$ cat src/rtl/shadow_pkg.sv
package shadow_pkg;
    localparam int STAT_W = 5;
    localparam int WREG_W = 8;
    localparam int BANK_W = 4;

    typedef enum logic [0:0] {
        SH_EMPTY = 1'b0,
        SH_HELD  = 1'b1
    } sh_state_e;
endpackage

$ cat src/rtl/shadow_slot.sv
module shadow_slot #(
    parameter int W = 8
) (
    input  logic         clk,
    input  logic         rst_n,
    input  logic         load,
    input  logic [W-1:0] d,
    output logic [W-1:0] q
);
    logic [W-1:0] held_q;

    always_ff @(posedge clk or negedge rst_n) begin
        if (!rst_n)    held_q <= '0;
        else if (load) held_q <= d;
    end

    assign q = held_q;

    AST_SLOT_LOADS: assert property (@(posedge clk) disable iff (!rst_n)
        load |=> (q == $past(d)));
    AST_SLOT_HOLDS: assert property (@(posedge clk) disable iff (!rst_n)
        !load |=> $stable(q));
endmodule

$ cat src/rtl/shadow_ctrl.sv
module shadow_ctrl
    import shadow_pkg::*;
(
    input  logic      clk,
    input  logic      rst_n,
    input  logic      vec_take_i,
    input  logic      call_fast_i,
    input  logic      ret_fast_i,
    output logic      capture_o,
    output logic      restore_en_o,
    output sh_state_e state_o
);
    sh_state_e state_q, state_d;
    logic      cap;

    assign cap = vec_take_i | call_fast_i;

    always_ff @(posedge clk or negedge rst_n) begin
        if (!rst_n) state_q <= SH_EMPTY;
        else        state_q <= state_d;
    end

    always_comb begin
        state_d      = state_q;
        capture_o    = 1'b0;
        restore_en_o = 1'b0;
        unique case (state_q)
            SH_EMPTY: begin
                if (cap) begin
                    capture_o = 1'b1;
                    state_d   = SH_HELD;
                end else if (ret_fast_i) begin
                    restore_en_o = 1'b1;
                end
            end
            SH_HELD: begin
                if (cap) begin
                    capture_o = 1'b1;
                    state_d   = SH_HELD;
                end else if (ret_fast_i) begin
                    restore_en_o = 1'b1;
                end
            end
            default: state_d = SH_EMPTY;
        endcase
    end

    assign state_o = state_q;

    AST_CAP_BLOCKS_RESTORE: assert property (@(posedge clk) disable iff (!rst_n)
        (vec_take_i || call_fast_i) |-> !restore_en_o);
    AST_RESTORE_NEEDS_FAST: assert property (@(posedge clk) disable iff (!rst_n)
        restore_en_o |-> ret_fast_i);
    AST_HELD_AFTER_CAP: assert property (@(posedge clk) disable iff (!rst_n)
        capture_o |=> (state_q == SH_HELD));
endmodule

$ cat src/rtl/shadow_ctx_store.sv
module shadow_ctx_store
    import shadow_pkg::*;
#(
    parameter int SW = STAT_W,
    parameter int WW = WREG_W,
    parameter int BW = BANK_W
) (
    input  logic          clk,
    input  logic          rst_n,
    input  logic [SW-1:0] status_i,
    input  logic [WW-1:0] wreg_i,
    input  logic [BW-1:0] bank_i,
    input  logic          vec_take_i,
    input  logic          call_fast_i,
    input  logic          ret_fast_i,
    output logic [SW-1:0] status_o,
    output logic [WW-1:0] wreg_o,
    output logic [BW-1:0] bank_o,
    output logic          restore_en_o
);
    logic      capture;
    sh_state_e state;

    shadow_ctrl u_ctrl (
        .clk          (clk),
        .rst_n        (rst_n),
        .vec_take_i   (vec_take_i),
        .call_fast_i  (call_fast_i),
        .ret_fast_i   (ret_fast_i),
        .capture_o    (capture),
        .restore_en_o (restore_en_o),
        .state_o      (state)
    );

    shadow_slot #(.W(SW)) u_status (
        .clk(clk), .rst_n(rst_n), .load(capture), .d(status_i), .q(status_o));
    shadow_slot #(.W(WW)) u_wreg (
        .clk(clk), .rst_n(rst_n), .load(capture), .d(wreg_i), .q(wreg_o));
    shadow_slot #(.W(BW)) u_bank (
        .clk(clk), .rst_n(rst_n), .load(capture), .d(bank_i), .q(bank_o));

    AST_EMPTY_IS_ZERO: assert property (@(posedge clk) disable iff (!rst_n)
        (state == SH_EMPTY) |-> (status_o == '0 && wreg_o == '0 && bank_o == '0));
    AST_RESTORE_KEEPS: assert property (@(posedge clk) disable iff (!rst_n)
        (restore_en_o && !capture) |=> ($stable(wreg_o) && $stable(status_o) && $stable(bank_o)));
endmodule

$ cat config.mk
export PLATFORM = sky130hd
export DESIGN_NAME = shadow_ctx_store
export DESIGN_NICKNAME = d
export VERILOG_FILES = /design/src/rtl/shadow_pkg.sv /design/src/rtl/shadow_slot.sv /design/src/rtl/shadow_ctrl.sv /design/src/rtl/shadow_ctx_store.sv
export SDC_FILE = /design/constraint.sdc
export NUM_CORES = 1
export LEC_CHECK = 0
export BUFFER_PORTS_ARGS = -buffer_cell sky130_fd_sc_hd__buf_2
export CAP_MARGIN = 20
export CORE_MARGIN = 2
export CORE_UTILIZATION = 41
export CTS_CLUSTER_DIAMETER = 30
export DETAILED_ROUTE_END_ITERATION = 6
export MAX_ROUTING_LAYER = met4
export PLACE_DENSITY = 0.72
export SETUP_SLACK_MARGIN = 0.05
export SYNTH_ARGS = -nofsm -noshare
export SYNTH_HDL_FRONTEND = slang
export SYNTH_SLANG_ARGS = --single-unit
$ cat constraint.sdc
create_clock -name clk -period 1.7 [get_ports clk]
set_input_delay 0.51 -clock clk [delete_from_list [all_inputs] [get_ports clk]]
set_output_delay 0.51 -clock clk [all_outputs]
set_load 0.05 [all_outputs]
; After elaboration in Yosys (flattened, before gate mapping)
; Cells that the tools add are included.
[classes]
mux = 3
bitwise = 1
[op_table]
columns = operator, count
row1 = two-way mux 1 bit, 3
row2 = OR 1 bit, 1
[word_totals]
ff_bits = 17
in_bits = 22
out_inout_bits = 18
wordCells = 7

; Longest topological paths before layout
; Gate-level depths: netlist (run 1).
[logic_depth]
word_depth = 2
ltp_mapped = 3
depth_no_buf = 2

; Hierarchy
; Synthesis (run 1) repeated with hierarchy kept, for this count alone.
[hier_totals]
cells_unflattened = 39
hier_area_um2 = 703.2
[modules_own_cells]
columns = module, n_inst, cells_each, area_per_inst_um2, seq_area_each_um2
row1 = shadow_slot (u_wreg), 1, 17, 331.6, 200.2
row2 = shadow_slot (u_status), 1, 10, 181.4, 125.1
row3 = shadow_slot (u_bank), 1, 8, 145.1, 100.1
row4 = shadow_ctrl, 1, 4, 45.0, 25.0

; Worst setup path after synthesis (run 1)
; No wires, ideal clock.
[synth_timing]
path_kind = input to output
start = input port call_fast_i
end = output port restore_en_o
arrival_ns = 1.203
required_ns = 1.190
slack_ns = -0.013
cell_stages = 3
path_buffers = 1
cell_sequence = nor2_4 > buf_12 > and2_2
[synth_via]
elab_chain_cells = 2
[synth_rtl]
columns = item, line_no
row1 = start: declaration, shadow_ctx_store.sv:14  ; input logic call_fast_i,
row2 = OR 1 bit, shadow_ctrl.sv:16  ; assign cap = vec_take_i | call_fast_i;
row3 = two-way mux 1 bit, "shadow_ctrl.sv:29, shadow_ctrl.sv:37"
row4 = end: declaration, shadow_ctx_store.sv:19  ; output logic restore_en_o
; No other way between the ends.

; Final worst setup path (run 1)
; Same ends and word-level chain as after synthesis.

==> impl_metrics.env, run 1 <==
export IMPL_path_clk_slew_ns=0.10
export IMPL_core_area_sq_mm=0.00154
export IMPL_hold_violations=0
export IMPL_seq_area_frac_synth_pct=61.7
export IMPL_antenna_found_initial=0
export IMPL_cp_data_arrival_time_ns=1.11
export IMPL_placed_area_sq_um=893
export IMPL_crit_type="in2out"
export IMPL_yosys_warnings=0
export IMPL_drc_errors=0
export IMPL_grt_util_met2_pct=20.9
export IMPL_numClockSinks=17
export IMPL_hp_class="in2async"
export IMPL_worstPathRequired_ns=1.19
export IMPL_regArea_sq_um=425
export IMPL_worst_slew_pin_slew_ns=0.366
export IMPL_avgSynthCellArea_sq_um=18.6
export IMPL_power_switching_mw=0.310
export IMPL_cap_viol_max_count=0
export IMPL_gr_total_overflow=0
export IMPL_initial_utilization_pct=44.7
export IMPL_synth_simple_area_share_pct=2.72
export IMPL_finalCriticalPeriod_ns=1.62
export IMPL_status="complete, no violations"
export IMPL_viasPerCell=4.73
export IMPL_ff2ff_path_depth=1
export IMPL_area_delta_synth_final_pct=33.6
export IMPL_finalSetupTns_ns=0
export IMPL_die_y_microns=45.0
export IMPL_postRouteWirelength_microns=1220
export IMPL_synth_compound_area_share_pct=0
export IMPL_synthesis_nets=59
export IMPL_final_nets=103
export IMPL_grt_use_met1_pct=15.8
export IMPL_cp_max_fo=2
export IMPL_yosys_area_share_xor_xnor_pct=0
export IMPL_p_comb_share_pct=28.0
export IMPL_place_hpwl_microns=939
export IMPL_pwr_share_clk_pct=22.6
export IMPL_synth_adder_area_share_pct=0
export IMPL_final_cell_mix="buf_2, dfrtp_1, mux2_4"
export IMPL_start_kind="input port"
export IMPL_timing_reg2reg_setup_slack_ns=0.93
export IMPL_use_met3_pct=3.60
export IMPL_finalSetupViolCount=0
export IMPL_end_kind="output pin"
export IMPL_rows=14
export IMPL_clockRootBuffer="clkbuf_4"
export IMPL_synth_cell_type_count=6
export IMPL_cts_tree="built"
export IMPL_synthCells=37
export IMPL_globalRouteTotalUtil_pct=13.2
export IMPL_wl_per_cell_microns=12.7
export IMPL_die_area_sq_mm=0.00203
export IMPL_grt_pass1_wl_microns=1830
export IMPL_nFillCells=148
export IMPL_muxShareOfSynthArea_pct=32.7
export IMPL_cts_resized=0
export IMPL_num_io_pins=40
export IMPL_power_internal_mw=0.611
export IMPL_post_route_period_util_pct=95.2
export IMPL_busiest_layer="met2"
export IMPL_postRouteAntennaNets=0
export IMPL_vdd_drop_max_v=0.000479
export IMPL_hold_buffers=0
export IMPL_grt_max_degree=18
export IMPL_r2r_start="u_wreg.q[5]"
export IMPL_antenna_cells=0
export IMPL_rsz0062_at_grt="no"
export IMPL_gp_congestion=0.605
export IMPL_fin_cells=96
export IMPL_pwr_share_seq_pct=49.4
export IMPL_max_clock_path_buffers=2
export IMPL_grt_pass1_vias=431
export IMPL_fmax_mhz=618
export IMPL_die_x_microns=45.0
export IMPL_clock_skew_ns=0
export IMPL_synth_top_family_by_area="multiplexers"
export IMPL_final_common_cell="buf_2"
export IMPL_dp_cells=92
export IMPL_postCtsSetupRepairBufs=0
export IMPL_maxSlewViolCount=0
export IMPL_netlist_area_sq_um=689
export IMPL_cts_made_buffers=3
export IMPL_h_tree_depth=1
export IMPL_drt_iter0_drc=1
export IMPL_r2r_end="u_wreg.q[5]"
export IMPL_fin_area_sq_um=921
export IMPL_switching_share_pct=33.7
export IMPL_ys_ff_latch=17
export IMPL_power_per_cell_area_mw_per_mm2=1000
export IMPL_vias=454
export IMPL_dr_pass1_iters=3
export IMPL_power_leakage_nw=0.480
export IMPL_maxSlewHeadroom_pct=75.6
export IMPL_drive_gt1_share_pct=78.8
export IMPL_multi_input_area_sq_um=245
export IMPL_insertion_delay_ns=0.28
export IMPL_portBuffers=39
[through the flow]
stage | hold slack, ns | power [mW] | util [%] | setup slack [ns]
2_1_floorplan | 0.214 | 0.651 | - | 0.0568
3_3_place_gp | 0.448 | 0.720 | 58.0 | 0.0699
3_5_place_dp | 0.453 | 0.725 | 58.0 | 0.0718
4_1_cts | 0.122 | 0.944 | 59.7 | 0.0705
5_1_grt | 0.136 | 0.971 | 59.7 | 0.0507
6_report | 0.120 | 0.921 | 59.7 | 0.0818
[cells by family after synthesis]
group / count (synthesis)
buffers and inverters: 1
DFF: 17
muxes: 17
and+or+nand+nor: 2
[layer usage]
metal	vias up	wire length, microns
li1	216	-
met1	220	479
met2	18	660
met3	0	76
met4	0	0
met5	-	0
[worst max-delay path, cell delays in order]
cell and delay [ns]:
buf_2 0.11, nor2_4 0.10, and2_4 0.13, buf_2 0.25
[layout make-up]
type / count / share of cell area, %
clock buffers: 3 / 2.45
clock inverters: 1 / 0.543
multi-input cells: 19 / 26.6
flip-flops and latches: 17 / 46.2
well taps: 16 / 2.17
repair buffers: 40 / 22.0
[Yosys cell counts (all sizes together)]
cell type	count	area, sq um
and2	1	7.51
dfrtp	17	425
nor2	1	11.3
buf	1	20.0
mux2	17	225
[how the worst max path moves through the flow]
stage           startpoint  slack, ns            to
3_5_place_dp   call_fast_i       0.07  restore_en_o
6_report       call_fast_i       0.08  restore_en_o
4_1_cts        call_fast_i       0.07  restore_en_o
3_3_place_gp   call_fast_i       0.07  restore_en_o
2_1_floorplan  call_fast_i       0.06  restore_en_o
5_1_grt        call_fast_i       0.05  restore_en_o
[state kept, by name (all words and copies together) (netlist names)]
register	cells
u_wreg.q	8
u_bank.q	4
u_status.q	5
[power groups by stage]
stage,clock network (mW),logic (mW),registers [mW]
floorplan,0,0.0660,0.585
global placement,0,0.259,0.461
detailed placement,0,0.262,0.463
CTS,0.226,0.262,0.455
global route,0.240,0.272,0.459
finish,0.208,0.258,0.455
Note: power is estimated with default switching activity, not from simulation.
==> run 2: changes to the inputs <==
--- a/config.mk
+++ b/config.mk
@@ -14,6 +14,7 @@
 export MAX_ROUTING_LAYER = met4
 export PLACE_DENSITY = 0.72
 export SETUP_SLACK_MARGIN = 0.05
+export SLEW_MARGIN = 10
 export SYNTH_ARGS = -nofsm -noshare
 export SYNTH_HDL_FRONTEND = slang
 export SYNTH_SLANG_ARGS = --single-unit
==> constraint.sdc (replaced) <==
create_clock -name clk -period 1.7 [get_ports clk]
set_input_delay 0.085 -clock clk [delete_from_list [all_inputs] [get_ports clk]]
set_output_delay 0.085 -clock clk [all_outputs]
set_load 0.05 [all_outputs]
==> impl_metrics.env, run 2 (synthesis results as in run 1) <==
export IMPL_status="complete, no violations"
export IMPL_antenna_found_initial=0
export IMPL_worst_slew_pin_slew_ns=0.365
export IMPL_drt_iter0_drc=9
export IMPL_antenna_cells=0
export IMPL_end_kind="output pin"
export IMPL_cts_tree="built"
export IMPL_numClockSinks=17
export IMPL_globalRouteTotalUtil_pct=13.7
export IMPL_cts_made_buffers=3
export IMPL_die_x_microns=45.0
export IMPL_timing_reg2reg_setup_slack_ns=0.94
export IMPL_hold_end="u_bank.q[1]"
export IMPL_p_comb_share_pct=28.4
export IMPL_final_cell_mix="buf_2, dfrtp_1, mux2_4"
export IMPL_insertion_delay_ns=0.29
export IMPL_crit_type="reg2out"
export IMPL_hold_violations=0
export IMPL_power_leakage_nw=0.497
export IMPL_h_tree_depth=1
export IMPL_rsz0062_at_grt="no"
export IMPL_vias=473
export IMPL_post_route_period_util_pct=59.6
export IMPL_dr_pass1_iters=3
export IMPL_dp_cells=93
export IMPL_power_per_cell_area_mw_per_mm2=973
export IMPL_cp_data_arrival_time_ns=0.93
export IMPL_grt_pass1_wl_microns=1840
export IMPL_drive_gt1_share_pct=76.2
export IMPL_grt_max_degree=18
export IMPL_place_hpwl_microns=916
export IMPL_initial_utilization_pct=44.7
export IMPL_final_nets=107
export IMPL_finalSetupTns_ns=0
export IMPL_postRouteAntennaNets=0
export IMPL_viasPerCell=4.73
export IMPL_fmax_mhz=987
export IMPL_cap_viol_max_count=0
export IMPL_clock_skew_ns=0
export IMPL_die_area_sq_mm=0.00203
export IMPL_cp_max_fo=2
export IMPL_r2r_end="u_wreg.q[7]"
export IMPL_vdd_drop_max_v=0.000694
export IMPL_slowest_stage="dfrtp_1"
export IMPL_worstPathCellList="buf_2"
export IMPL_hp_class="in2reg"
export IMPL_wl_per_cell_microns=12.3
export IMPL_clockRootBuffer="clkbuf_4"
export IMPL_max_clock_path_buffers=2
export IMPL_area_delta_synth_final_pct=38.8
export IMPL_final_common_cell="buf_2"
export IMPL_fin_cells=100
export IMPL_gp_congestion=0.645
export IMPL_gr_total_overflow=0
export IMPL_power_internal_mw=0.617
export IMPL_worstPathRequired_ns=1.62
export IMPL_core_area_sq_mm=0.00154
export IMPL_finalSetupViolCount=0
export IMPL_crit_buf_inv=1
export IMPL_maxSlewHeadroom_pct=75.7
export IMPL_slowest_delay_ns=0.37
export IMPL_pwr_share_clk_pct=22.7
export IMPL_switching_share_pct=33.7
export IMPL_grt_pass1_vias=441
export IMPL_ff2ff_path_depth=1
export IMPL_finalCriticalPeriod_ns=1.01
export IMPL_maxSlewViolCount=0
export IMPL_crit_family="flip-flops"
export IMPL_drc_errors=0
export IMPL_rows=14
export IMPL_num_io_pins=40
export IMPL_start_kind="flop"
export IMPL_postRouteWirelength_microns=1230
export IMPL_pwr_share_seq_pct=48.9
export IMPL_hold_path_depth=2
export IMPL_portBuffers=39
export IMPL_r2r_start="u_wreg.q[7]"
export IMPL_power_switching_mw=0.314
export IMPL_path_clk_slew_ns=0.10
export IMPL_largest_register_ffs=8
export IMPL_min_from="bank_i[1]"
export IMPL_die_y_microns=45.0
-- run 2: power groups by stage --
stage | clock network, mW | registers [mW] | logic, mW
2_1_floorplan | 0 | 0.585 | 0.0653
3_3_place_gp | 0 | 0.462 | 0.260
4_1_cts | 0.223 | 0.455 | 0.264
6_report | 0.211 | 0.455 | 0.265
3_5_place_dp | 0 | 0.463 | 0.262
5_1_grt | 0.241 | 0.459 | 0.278
-- run 2: timing repair --
action	4_1_cts	5_1_grt
endpoints found under the hold margin	17	2
gates resized for setup	0	0
hold buffers	1	2
setup endpoints to repair	0	0
buffers inserted	0	0
-- run 2: final cells by class --
type	count	area [sq um]
timing repair buffer	44	240
sequential	17	425
clock buffer	3	22.5
clock inverter	1	5.00
multi-input combinational	19	244
tap	16	20.0
fill	132	584
-- run 2: worst max path at each step --
stage,start,endpoint,cells after the start
after floorplan,u_bank.q[3],u_bank.q[3],1
after global placement,call_fast_i,restore_en_o,5
after detailed placement,call_fast_i,restore_en_o,5
after CTS,u_wreg.q[1],wreg_o[1],1
after global routing,u_wreg.q[7],wreg_o[7],1
final,u_wreg.q[1],wreg_o[1],1
-- run 2: through the flow --
step	power (mW)	instance area, sq um	setup WS [ns]	hold slack [ns]	utilization [%]
3_3_place_gp	0.722	900	0.717	0.0206	58.4
4_1_cts	0.943	937	0.670	0.00627	60.8
6_report	0.931	957	0.687	0.0188	62.1
5_1_grt	0.979	957	0.639	0.000552	62.1
2_1_floorplan	0.650	689	0.710	-0.211	-
3_5_place_dp	0.725	900	0.703	0.0221	58.4
-- run 2: layer usage --
metal,track usage (%),up-vias,wire length (microns)
met5,-,-,0
met4,3.53,0,0
met3,7.20,0,100
met2,19.7,24,622
met1,17.1,228,508
li1,-,221,-
